===== config.mk =====
export PLATFORM = sky130hd
export DESIGN_NAME = alu_cc_unit
export DESIGN_NICKNAME = d
export VERILOG_FILES = /design/src/rtl/alu_cc_pkg.sv /design/src/rtl/alu_cc_arith.sv /design/src/rtl/alu_cc_bitops.sv /design/src/rtl/alu_cc_flags.sv /design/src/rtl/alu_cc_unit.sv
export SDC_FILE = /design/constraint.sdc
export NUM_CORES = 2
export LEC_CHECK = 0
export ABC_AREA = 1
export BUFFER_PORTS_ARGS = -buffer_cell sky130_fd_sc_hd__buf_2
export CAP_MARGIN = 10
export CELL_PAD_IN_SITES_DETAIL_PLACEMENT = 1
export CELL_PAD_IN_SITES_GLOBAL_PLACEMENT = 1
export CORE_ASPECT_RATIO = 2
export CORE_UTILIZATION = 47
export DETAILED_ROUTE_END_ITERATION = 8
export PLACE_DENSITY = 0.81
export REMOVE_ABC_BUFFERS = 1
export SYNTH_ARGS = -nofsm -noshare
export SYNTH_HDL_FRONTEND = slang
export SYNTH_SLANG_ARGS = --single-unit

===== constraint.sdc =====
create_clock -name clk -period 13.7 [get_ports clk]
set_input_delay 2.055 -clock clk [delete_from_list [all_inputs] [get_ports clk]]
set_output_delay 2.055 -clock clk [all_outputs]
set_load 0.02 [all_outputs]

===== src/rtl/alu_cc_pkg.sv =====
package alu_cc_pkg;

  typedef enum logic [4:0] {
    OP_ADD   = 5'd0,
    OP_SUB   = 5'd1,
    OP_MUL   = 5'd2,
    OP_OR    = 5'd3,
    OP_AND   = 5'd4,
    OP_XOR   = 5'd5,
    OP_CMP   = 5'd6,
    OP_SHL1  = 5'd7,
    OP_SHL8  = 5'd8,
    OP_SHR1  = 5'd9,
    OP_SHR8  = 5'd10,
    OP_ROL1  = 5'd11,
    OP_ROR1  = 5'd12,
    OP_ASR1  = 5'd13,
    OP_BSWAP = 5'd14
  } alu_op_e;

  localparam int FLG_Z   = 0;
  localparam int FLG_ONE = 1;
  localparam int FLG_C   = 2;
  localparam int FLG_LT  = 3;
  localparam int FLG_GT  = 4;
  localparam int FLG_W   = 5;

  function automatic logic code_defined(input logic [4:0] code);
    return code <= 5'd14;
  endfunction

  function automatic logic code_is_subtract(input logic [4:0] code);
    return (code == 5'd1) || (code == 5'd6);
  endfunction

endpackage


===== src/rtl/alu_cc_arith.sv =====
module alu_cc_arith
  import alu_cc_pkg::*;
#(
  parameter int W = 32
) (
  input  logic [W-1:0] a,
  input  logic [W-1:0] b,
  input  alu_op_e      op,
  output logic [W-1:0] arith_res,
  output logic [W-1:0] diff,
  output logic         arith_carry,
  output logic         sgn_lt,
  output logic         sgn_gt
);

  localparam int EXT = W + 1;

  function automatic logic [EXT-1:0] add_ext(input logic [W-1:0] x, input logic [W-1:0] y);
    return {1'b0, x} + {1'b0, y};
  endfunction

  function automatic logic [EXT-1:0] sub_ext(input logic [W-1:0] x, input logic [W-1:0] y);
    return {1'b0, x} - {1'b0, y};
  endfunction

  function automatic logic [W-1:0] mul_low(input logic [W-1:0] x, input logic [W-1:0] y);
    return x * y;
  endfunction

  logic [EXT-1:0] sum_w;
  logic [EXT-1:0] dif_w;
  logic [W-1:0]   prod_w;
  logic           borrow;
  logic           sub_ovf;

  assign sum_w  = add_ext(a, b);
  assign dif_w  = sub_ext(a, b);
  assign prod_w = mul_low(a, b);
  assign borrow = dif_w[W];
  assign diff   = dif_w[W-1:0];

  // signed order from the difference sign corrected by overflow
  assign sub_ovf = (a[W-1] != b[W-1]) && (dif_w[W-1] != a[W-1]);
  assign sgn_lt  = dif_w[W-1] ^ sub_ovf;
  assign sgn_gt  = !sgn_lt && (diff != '0);

  always_comb begin
    arith_res   = '0;
    arith_carry = 1'b0;
    unique case (op)
      OP_ADD: begin
        arith_res   = sum_w[W-1:0];
        arith_carry = sum_w[W];
      end
      OP_SUB, OP_CMP: begin
        arith_res   = diff;
        arith_carry = borrow;
      end
      OP_MUL: begin
        arith_res   = prod_w;
        arith_carry = 1'b0;
      end
      default: begin
        arith_res   = '0;
        arith_carry = 1'b0;
      end
    endcase
  end

endmodule


===== src/rtl/alu_cc_bitops.sv =====
module alu_cc_bitops
  import alu_cc_pkg::*;
#(
  parameter int W = 32
) (
  input  logic [W-1:0] a,
  input  logic [W-1:0] b,
  input  alu_op_e      op,
  output logic [W-1:0] bit_res,
  output logic         bit_carry
);

  localparam int NB = W / 8;

  logic [W-1:0] swapped;

  genvar k;
  generate
    for (k = 0; k < NB; k++) begin : g_byte
      assign swapped[8*k +: 8] = a[8*(NB-1-k) +: 8];
    end
  endgenerate

  function automatic logic [W-1:0] shl_n(input logic [W-1:0] x, input int n);
    return x << n;
  endfunction

  function automatic logic [W-1:0] shr_n(input logic [W-1:0] x, input int n);
    return x >> n;
  endfunction

  always_comb begin
    bit_res   = '0;
    bit_carry = 1'b0;
    unique case (op)
      OP_OR:    bit_res = a | b;
      OP_AND:   bit_res = a & b;
      OP_XOR:   bit_res = a ^ b;
      OP_SHL1: begin
        bit_res   = shl_n(a, 1);
        bit_carry = a[W-1];
      end
      OP_SHL8:  bit_res = shl_n(a, 8);
      OP_SHR1: begin
        bit_res   = shr_n(a, 1);
        bit_carry = a[0];
      end
      OP_SHR8:  bit_res = shr_n(a, 8);
      OP_ROL1: begin
        bit_res   = {a[W-2:0], a[W-1]};
        bit_carry = a[W-1];
      end
      OP_ROR1: begin
        bit_res   = {a[0], a[W-1:1]};
        bit_carry = a[0];
      end
      OP_ASR1: begin
        bit_res   = {a[W-1], a[W-1:1]};
        bit_carry = a[0];
      end
      OP_BSWAP: bit_res = swapped;
      default: begin
        bit_res   = '0;
        bit_carry = 1'b0;
      end
    endcase
  end

endmodule


===== src/rtl/alu_cc_flags.sv =====
module alu_cc_flags
  import alu_cc_pkg::*;
#(
  parameter int W = 32
) (
  input  logic             clk,
  input  logic             rst_n,
  input  logic             upd,
  input  logic             cmp_mode,
  input  logic             cmp_lt,
  input  logic             cmp_gt,
  input  logic             carry_in,
  input  logic [W-1:0]     flag_val,
  output logic [FLG_W-1:0] ccr
);

  logic [FLG_W-1:0] ccr_next;
  logic             val_zero;

  assign val_zero = (flag_val == '0);

  always_comb begin
    ccr_next          = '0;
    ccr_next[FLG_Z]   = val_zero;
    ccr_next[FLG_ONE] = (flag_val == W'(1));
    ccr_next[FLG_C]   = carry_in;
    ccr_next[FLG_LT]  = cmp_mode ? cmp_lt : flag_val[W-1];
    ccr_next[FLG_GT]  = cmp_mode ? cmp_gt : (!flag_val[W-1] && !val_zero);
  end

  always_ff @(posedge clk or negedge rst_n) begin
    if (!rst_n)   ccr <= '0;
    else if (upd) ccr <= ccr_next;
  end

  // flags hold when no update is requested
  p_flags_hold_r11: assert property (@(posedge clk) disable iff (!rst_n)
    !upd |=> $stable(ccr));

  // the zero flag follows the value presented at the update edge
  p_zero_tracks_r11: assert property (@(posedge clk) disable iff (!rst_n)
    upd |=> (ccr[FLG_Z] == ($past(flag_val) == '0)));

  // a zero outcome excludes both order flags
  p_zero_no_order_r3: assert property (@(posedge clk) disable iff (!rst_n)
    ccr[FLG_Z] |-> !(ccr[FLG_LT] || ccr[FLG_GT]));

endmodule


===== src/rtl/alu_cc_unit.sv =====
module alu_cc_unit
  import alu_cc_pkg::*;
#(
  parameter int DATA_W = 32
) (
  input  logic              clk,
  input  logic              rst_n,
  input  logic [DATA_W-1:0] opnd_a,
  input  logic [DATA_W-1:0] opnd_b_reg,
  input  logic [DATA_W-1:0] opnd_b_imm,
  input  logic              sel_imm,
  input  logic [4:0]        op_code,
  input  logic              flag_we,
  output logic [DATA_W-1:0] result,
  output logic              dest_we,
  output logic [4:0]        ccr,
  output logic              flag_nz,
  output logic              flag_nc
);

  alu_op_e           op;
  logic [DATA_W-1:0] opnd_b;
  logic [DATA_W-1:0] arith_res;
  logic [DATA_W-1:0] diff;
  logic              arith_carry;
  logic              sgn_lt;
  logic              sgn_gt;
  logic [DATA_W-1:0] bit_res;
  logic              bit_carry;
  logic              is_arith;
  logic              defined;
  logic              is_cmp;
  logic [DATA_W-1:0] flag_val;
  logic              flag_carry;
  logic              flag_upd;

  assign op      = alu_op_e'(op_code);
  assign opnd_b  = sel_imm ? opnd_b_imm : opnd_b_reg;
  assign defined = code_defined(op_code);
  assign is_cmp  = (op == OP_CMP);
  assign is_arith = (op == OP_ADD) || (op == OP_SUB) || (op == OP_MUL) || is_cmp;

  alu_cc_arith #(.W(DATA_W)) u_arith (
    .a           (opnd_a),
    .b           (opnd_b),
    .op          (op),
    .arith_res   (arith_res),
    .diff        (diff),
    .arith_carry (arith_carry),
    .sgn_lt      (sgn_lt),
    .sgn_gt      (sgn_gt)
  );

  alu_cc_bitops #(.W(DATA_W)) u_bits (
    .a         (opnd_a),
    .b         (opnd_b),
    .op        (op),
    .bit_res   (bit_res),
    .bit_carry (bit_carry)
  );

  always_comb begin
    if (!defined) begin
      flag_val   = '0;
      flag_carry = 1'b0;
    end else if (is_arith) begin
      flag_val   = arith_res;
      flag_carry = arith_carry;
    end else begin
      flag_val   = bit_res;
      flag_carry = bit_carry;
    end
  end

  assign result   = (defined && !is_cmp) ? flag_val : '0;
  assign dest_we  = defined && !is_cmp;
  assign flag_upd = flag_we && defined;

  alu_cc_flags #(.W(DATA_W)) u_flags (
    .clk      (clk),
    .rst_n    (rst_n),
    .upd      (flag_upd),
    .cmp_mode (code_is_subtract(op_code)),
    .cmp_lt   (sgn_lt),
    .cmp_gt   (sgn_gt),
    .carry_in (flag_carry),
    .flag_val (flag_val),
    .ccr      (ccr)
  );

  assign flag_nz = !ccr[FLG_Z];
  assign flag_nc = !ccr[FLG_C];

  // compare never produces a write-back
  p_cmp_no_write_r5: assert property (@(posedge clk) disable iff (!rst_n)
    (op_code == 5'd6) |-> (!dest_we && result == '0));

  // undefined codes are inert
  p_undef_inert_r13: assert property (@(posedge clk) disable iff (!rst_n)
    (op_code > 5'd14) |=> $stable(ccr));

  // multiply leaves carry clear
  p_mul_carry_r4: assert property (@(posedge clk) disable iff (!rst_n)
    (flag_we && op_code == 5'd2) |=> !ccr[FLG_C]);

  // borrow tracks unsigned order of the operands
  p_borrow_r3: assert property (@(posedge clk) disable iff (!rst_n)
    (flag_we && op_code == 5'd1) |=> (ccr[FLG_C] == ($past(opnd_a) < $past(opnd_b))));

endmodule


==> reports/qor.tcl, run 1 <==
set qor(tritoncts_num_sinks) 5
set qor(floorplan.die.height_um) 321.7
set qor(floorplan.io_pins) 145
set qor(clock-root-buffer) {clkbuf_16}
set qor(edff_count_synth) 0
set qor(syn-instance-count) 3598
set qor(synthFlopType) {dfrtp_1}
set qor(floorplan.initialDensity_pct) 47.84
set qor(die_x_um) 161.9
set qor(ffs_w_async_s_r_synth_pct) 100.0
set qor(postSynthAreaPerCell_um2) 6.677
set qor(yosys.cell_types.count) 55
set qor(grt_first_pass_wirelength_mm) 268.2
set qor(core.rowCount) 116
set qor(postCtsResizedCells) 0
set qor(total_congestion_overflow) 912
set qor(synth-seq-area-share_pct) 0.5208
set qor(track_usage_pct) 71.24
set qor(cts_buffer_depth) 2
set qor(syn-cell-area_um2) 24020
set qor(ys_ff_latch) 5
set qor(placed_cells_incl_taps) 4293
set qor(place.port_buffers) 144
set qor(last-stage-reached) {global routing}
set qor(htree_num_levels) 1
set qor(status) {did not finish}
set qor(maximum_number_of_pins_on_one_net_before_global_route_repair) 35
set qor(vias_in_the_first_global_route) 36120
set qor(finalWeightedCongestion) 1.153
set qor(postCtsHoldBufs) 0
set qor(total_half_perimeter_wirelength_after_legalization_and_detailed_placement_mm) 128.3
set qor(error_line) {[ERROR GRT-0116] Global routing finished with congestion. Check the congestion regions in the DRC Viewer.}
set qor(synthesis.yosys.warnings) 0
set qor(cts.repair_timing.setup_buffer_count) 0
set qor(cts_inserted_buffers) 3
==> cells in the mapped netlist (all sizes together), types with 2 or more instances <==
library cell	n	area, um^2
nand4	60	375.4
a2111oi	6	52.55
a21boi	2	15.01
xnor2	8	70.07
nand3b	9	67.56
nor3	24	120.1
o22ai	56	350.3
o221ai	3	26.28
o21bai	16	123.9
xor2	20	175.2
a211oi	2	15.01
dfrtp	5	125.1
clkinv	13	48.80
buf	49	287.8
a21oi	153	780.8
o2111ai	18	157.7
inv	708	2660
a22oi	8	60.06
clkbuf	97	365.4
nand3	195	990.9
nor4	5	31.28
o211ai	10	75.07
o41ai	2	17.52
a221oi	7	61.31
fa	411	8228
or2	9	56.31
nand2	830	3166
nor2	521	1961
o21ai	124	755.7
ha	220	2753
==> cells by family after synthesis <==
| kind of cell | synth area share (%) |
|---|---|
| adders and majority gates | 45.71 |
| and+or+nand+nor | 28.26 |
| AOI/OAI and AO/OA | 10.50 |
| xor gates and xnor gates | 1.021 |
| buffers and inverters | 13.99 |
| DFF | 0.5208 |
==> through the flow <==
step                      util (%)  cell area (um^2)  hold slack, ps  setup slack, ps
after floorplan                  -             23370           592.0             2850
after global placement       50.31             25260           473.5             1080
after detailed placement     50.31             25260           479.1            646.0
after CTS                    50.46             25340           487.9            635.1
==> layer usage <==
| metal | overflow | global-route usage [%] |
|---|---|---|
| met5 | 1 | 22.63 |
| met4 | 300 | 78.76 |
| met3 | 36 | 46.45 |
| met2 | 563 | 96.87 |
| met1 | 12 | 66.17 |
==> run 2, diff against run 1 <==
- CELL_PAD_IN_SITES_DETAIL_PLACEMENT: 1 -> unset
- CELL_PAD_IN_SITES_GLOBAL_PLACEMENT: 1 -> unset
- CORE_ASPECT_RATIO: 2 -> unset
- CORE_UTILIZATION: 47 -> 40
- PLACE_DENSITY: 0.81 -> unset
- PLACE_DENSITY_LB_ADDON: unset -> 0.15
==> run 2 against run 1 <==
  * Synthesized area stayed put
  * Synthesized cell count did not move
  * The run now ends clean
==> reports/qor.tcl, run 2 <==
set qor(post-synth-top-count-cell) {nand2_1} ;# unchanged
set qor(totalWireLength_mm) 110.4
set qor(antenna_violating_nets_post_route) 0
set qor(slowest_delay_ps) 600
set qor(clock-root-buffer) {clkbuf_16} ;# unchanged
set qor(drt-wirelength-per-cell_um) 25.06
set qor(timing.critical_path.fanout_max) 32
set qor(multiInputGateArea_um2) 20540
set qor(hold_class) {register to register}
set qor(cp_data_required_time_ps) 11640
set qor(floorplan.die.height_um) 247.1 ;# was 321.7 um
set qor(largest_register) {u_flags.ccr}
set qor(floorplan.io_pins) 145 ;# unchanged
set qor(syn-instance-count) 3598 ;# unchanged
set qor(first_pass_iters) 6
set qor(drt_iter0_markers) 3116
set qor(cts_inserted_buffers) 3 ;# unchanged
set qor(crit_path_end_kind) {output pin}
set qor(ffs_w_async_s_r_synth_pct) 100.0 ;# unchanged
set qor(tritoncts_num_sinks) 5 ;# unchanged
set qor(edff_count_synth) 0 ;# unchanged
set qor(cts_buffer_depth) 2 ;# unchanged
set qor(tritoncts) {yes}
set qor(grt_first_pass_wirelength_mm) 161.3
set qor(postSynthAreaPerCell_um2) 6.677 ;# unchanged
set qor(timing_worst_setup_path_type) {input port to output pin}
set qor(postCtsResizedCells) 0 ;# unchanged
set qor(layout.cells.most_common_list) {nand2_1, inv_1, nor2_1}
set qor(final_util_pct) 42.94
set qor(tightestPinTransition_ps) 1138
set qor(status) {finished clean} ;# was did not finish
set qor(placeableCoreArea_um2) 59130
set qor(total_congestion_overflow) 0
set qor(synthFlopType) {dfrtp_1} ;# unchanged
set qor(synth_top_area_share_pct) 34.25 ;# unchanged
set qor(design.final.nets) 4370
set qor(track_usage_pct) 36.36
set qor(core.rowCount) 89 ;# was 116
set qor(clk-insertion-delay-late_ps) 230
set qor(synth-seq-area-share_pct) 0.5208 ;# unchanged
set qor(maximum_number_of_pins_on_one_net_before_global_route_repair) 35
set qor(postCtsHoldBufs) 0 ;# unchanged
set qor(floorplan.initialDensity_pct) 40.63 ;# was 47.84%
set qor(max-slew-margin-rel_pct) 24.08
set qor(most_common_cell_after_layout_fill_and_taps_aside) {nand2_1}
set qor(synthesis.yosys.warnings) 0 ;# unchanged
set qor(min_period_ps) 12530
set qor(synth.largest_area_cell) {fa_1} ;# unchanged
set qor(yosys.cell_types.count) 55 ;# unchanged
set qor(drive_above_1_share_pct) 6.661
set qor(nFillCells) 6348
set qor(syn-cell-area_um2) 24020 ;# unchanged
set qor(htree_num_levels) 1 ;# unchanged
set qor(worst_clock_skew_ps) 0
set qor(die_area_um2) 61040
set qor(tns_ps) 0
set qor(seq_area_um2) 125.1
set qor(rsz0062_at_grt) {no}
set qor(vias_in_the_first_global_route) 24680
set qor(drt_drc_violations_left) 0
set qor(worst_path_max_delay_cell) {inv_1}
set qor(largest_register_ff_count) 5
set qor(vias) 25040
set qor(post-route-period-util_pct) 91.43
set qor(grt_antenna_before_repair) 1
set qor(cts.repair_timing.setup_buffer_count) 0 ;# unchanged
set qor(hold_viol_final) 0
set qor(ys_ff_latch) 5 ;# unchanged
set qor(die_x_um) 247.1 ;# was 161.9 um
set qor(path_clk_slew_ps) 30
set qor(arrival_ps) 10470
set qor(maxCapViolCount) 0
set qor(setup_viol) 0
set qor(layout-area-overhead-vs-synth_pct) 5.698
set qor(finalMaxSlewViolations) 0
set qor(finalWeightedCongestion) 1.092 ;# was 1.153
set qor(vias_per_cell) 5.682
set qor(place.port_buffers) 144 ;# unchanged
set qor(timing.fmax_ghz) 0.07983
set qor(critPathLaunchType) {input port}
set qor(cp_common_cell) {nand2_1}
set qor(total_half_perimeter_wirelength_after_legalization_and_detailed_placement_mm) 89.22 ;# was 128.3 mm
set qor(registers_with_the_most_flip_flops) {u_flags.ccr (5)}
set qor(synth_top_cells_by_count) {nand2_1, inv_1, nor2_1, fa_1, ha_1} ;# unchanged
set qor(netlist_top_cells_area) {fa_1, nand2_1, ha_1} ;# unchanged
[run 2: cells by family after synthesis]
kind of cell / count (synthesis) / synth area share (%)
AOI/OAI and AO/OA: 411 / 10.50
adders and majority gates: 631 / 45.71
xor gates and xnor gates: 28 / 1.021
and+or+nand+nor: 1656 / 28.26
DFF: 5 / 0.5208
buffers and inverters: 867 / 13.99
[run 2: cell type report]
class	instances	share of cell area, %
multi-input cells	2726	80.90
flip-flops and latches	5	0.4928
diodes	1	0.009855
clock buffers	4	0.3104
inverters	721	10.67
repair buffers	177	3.814
well taps	773	3.809
[run 2: path summary, 6_finish.rpt]
check	depth (start not counted)	end	startpoint	slack, ps
min in group asynchronous	1	u_flags.ccr[3]$_DFFE_PN0P_	rst_n	1640
min reg2reg	2	u_flags.ccr[3]$_DFFE_PN0P_	u_flags.ccr[3]$_DFFE_PN0P_	500
max in group asynchronous	1	u_flags.ccr[0]$_DFFE_PN0P_	rst_n	11930
min	2	u_flags.ccr[3]$_DFFE_PN0P_	u_flags.ccr[3]$_DFFE_PN0P_	500
max	32	result[22]	sel_imm	1170
max reg2reg	3	u_flags.ccr[4]$_DFFE_PN0P_	u_flags.ccr[4]$_DFFE_PN0P_	12830
[run 2: layer usage]
metal / GRT usage, % / vias to the layer above / part of all wire (%)
met2: 56.06 / 1525 / 43
met1: 47.27 / 12000 / 39
li1: - / 11150 / -
met4: 19.57 / 2 / 6.6
met3: 8.020 / 369 / 11
met5: 0 / - / 0.0081
[run 2: critical path: cells and delay by family]
family / cells / cell delay (ps)
fa+ha+maj: 9 / 4050
compound gates: 1 / 340
buf+inv: 8 / 1650
simple gates: 14 / 2350
[run 2: metrics by stage]
stage	hold slack [ps]	cell area, um^2	setup slack (ps)	cells
floorplan	592.0	23370	2850	3452
global placement	483.0	25310	1369	4402
detailed placement	480.2	25310	1282	4402
CTS	499.0	25390	1275	4406
global route	521.5	25390	728.3	4406
finish	498.2	25390	1174	4407
Power of run 2 is not shown: default switching activity piles up to over one toggle a cycle in this logic, so the estimate is an artifact.
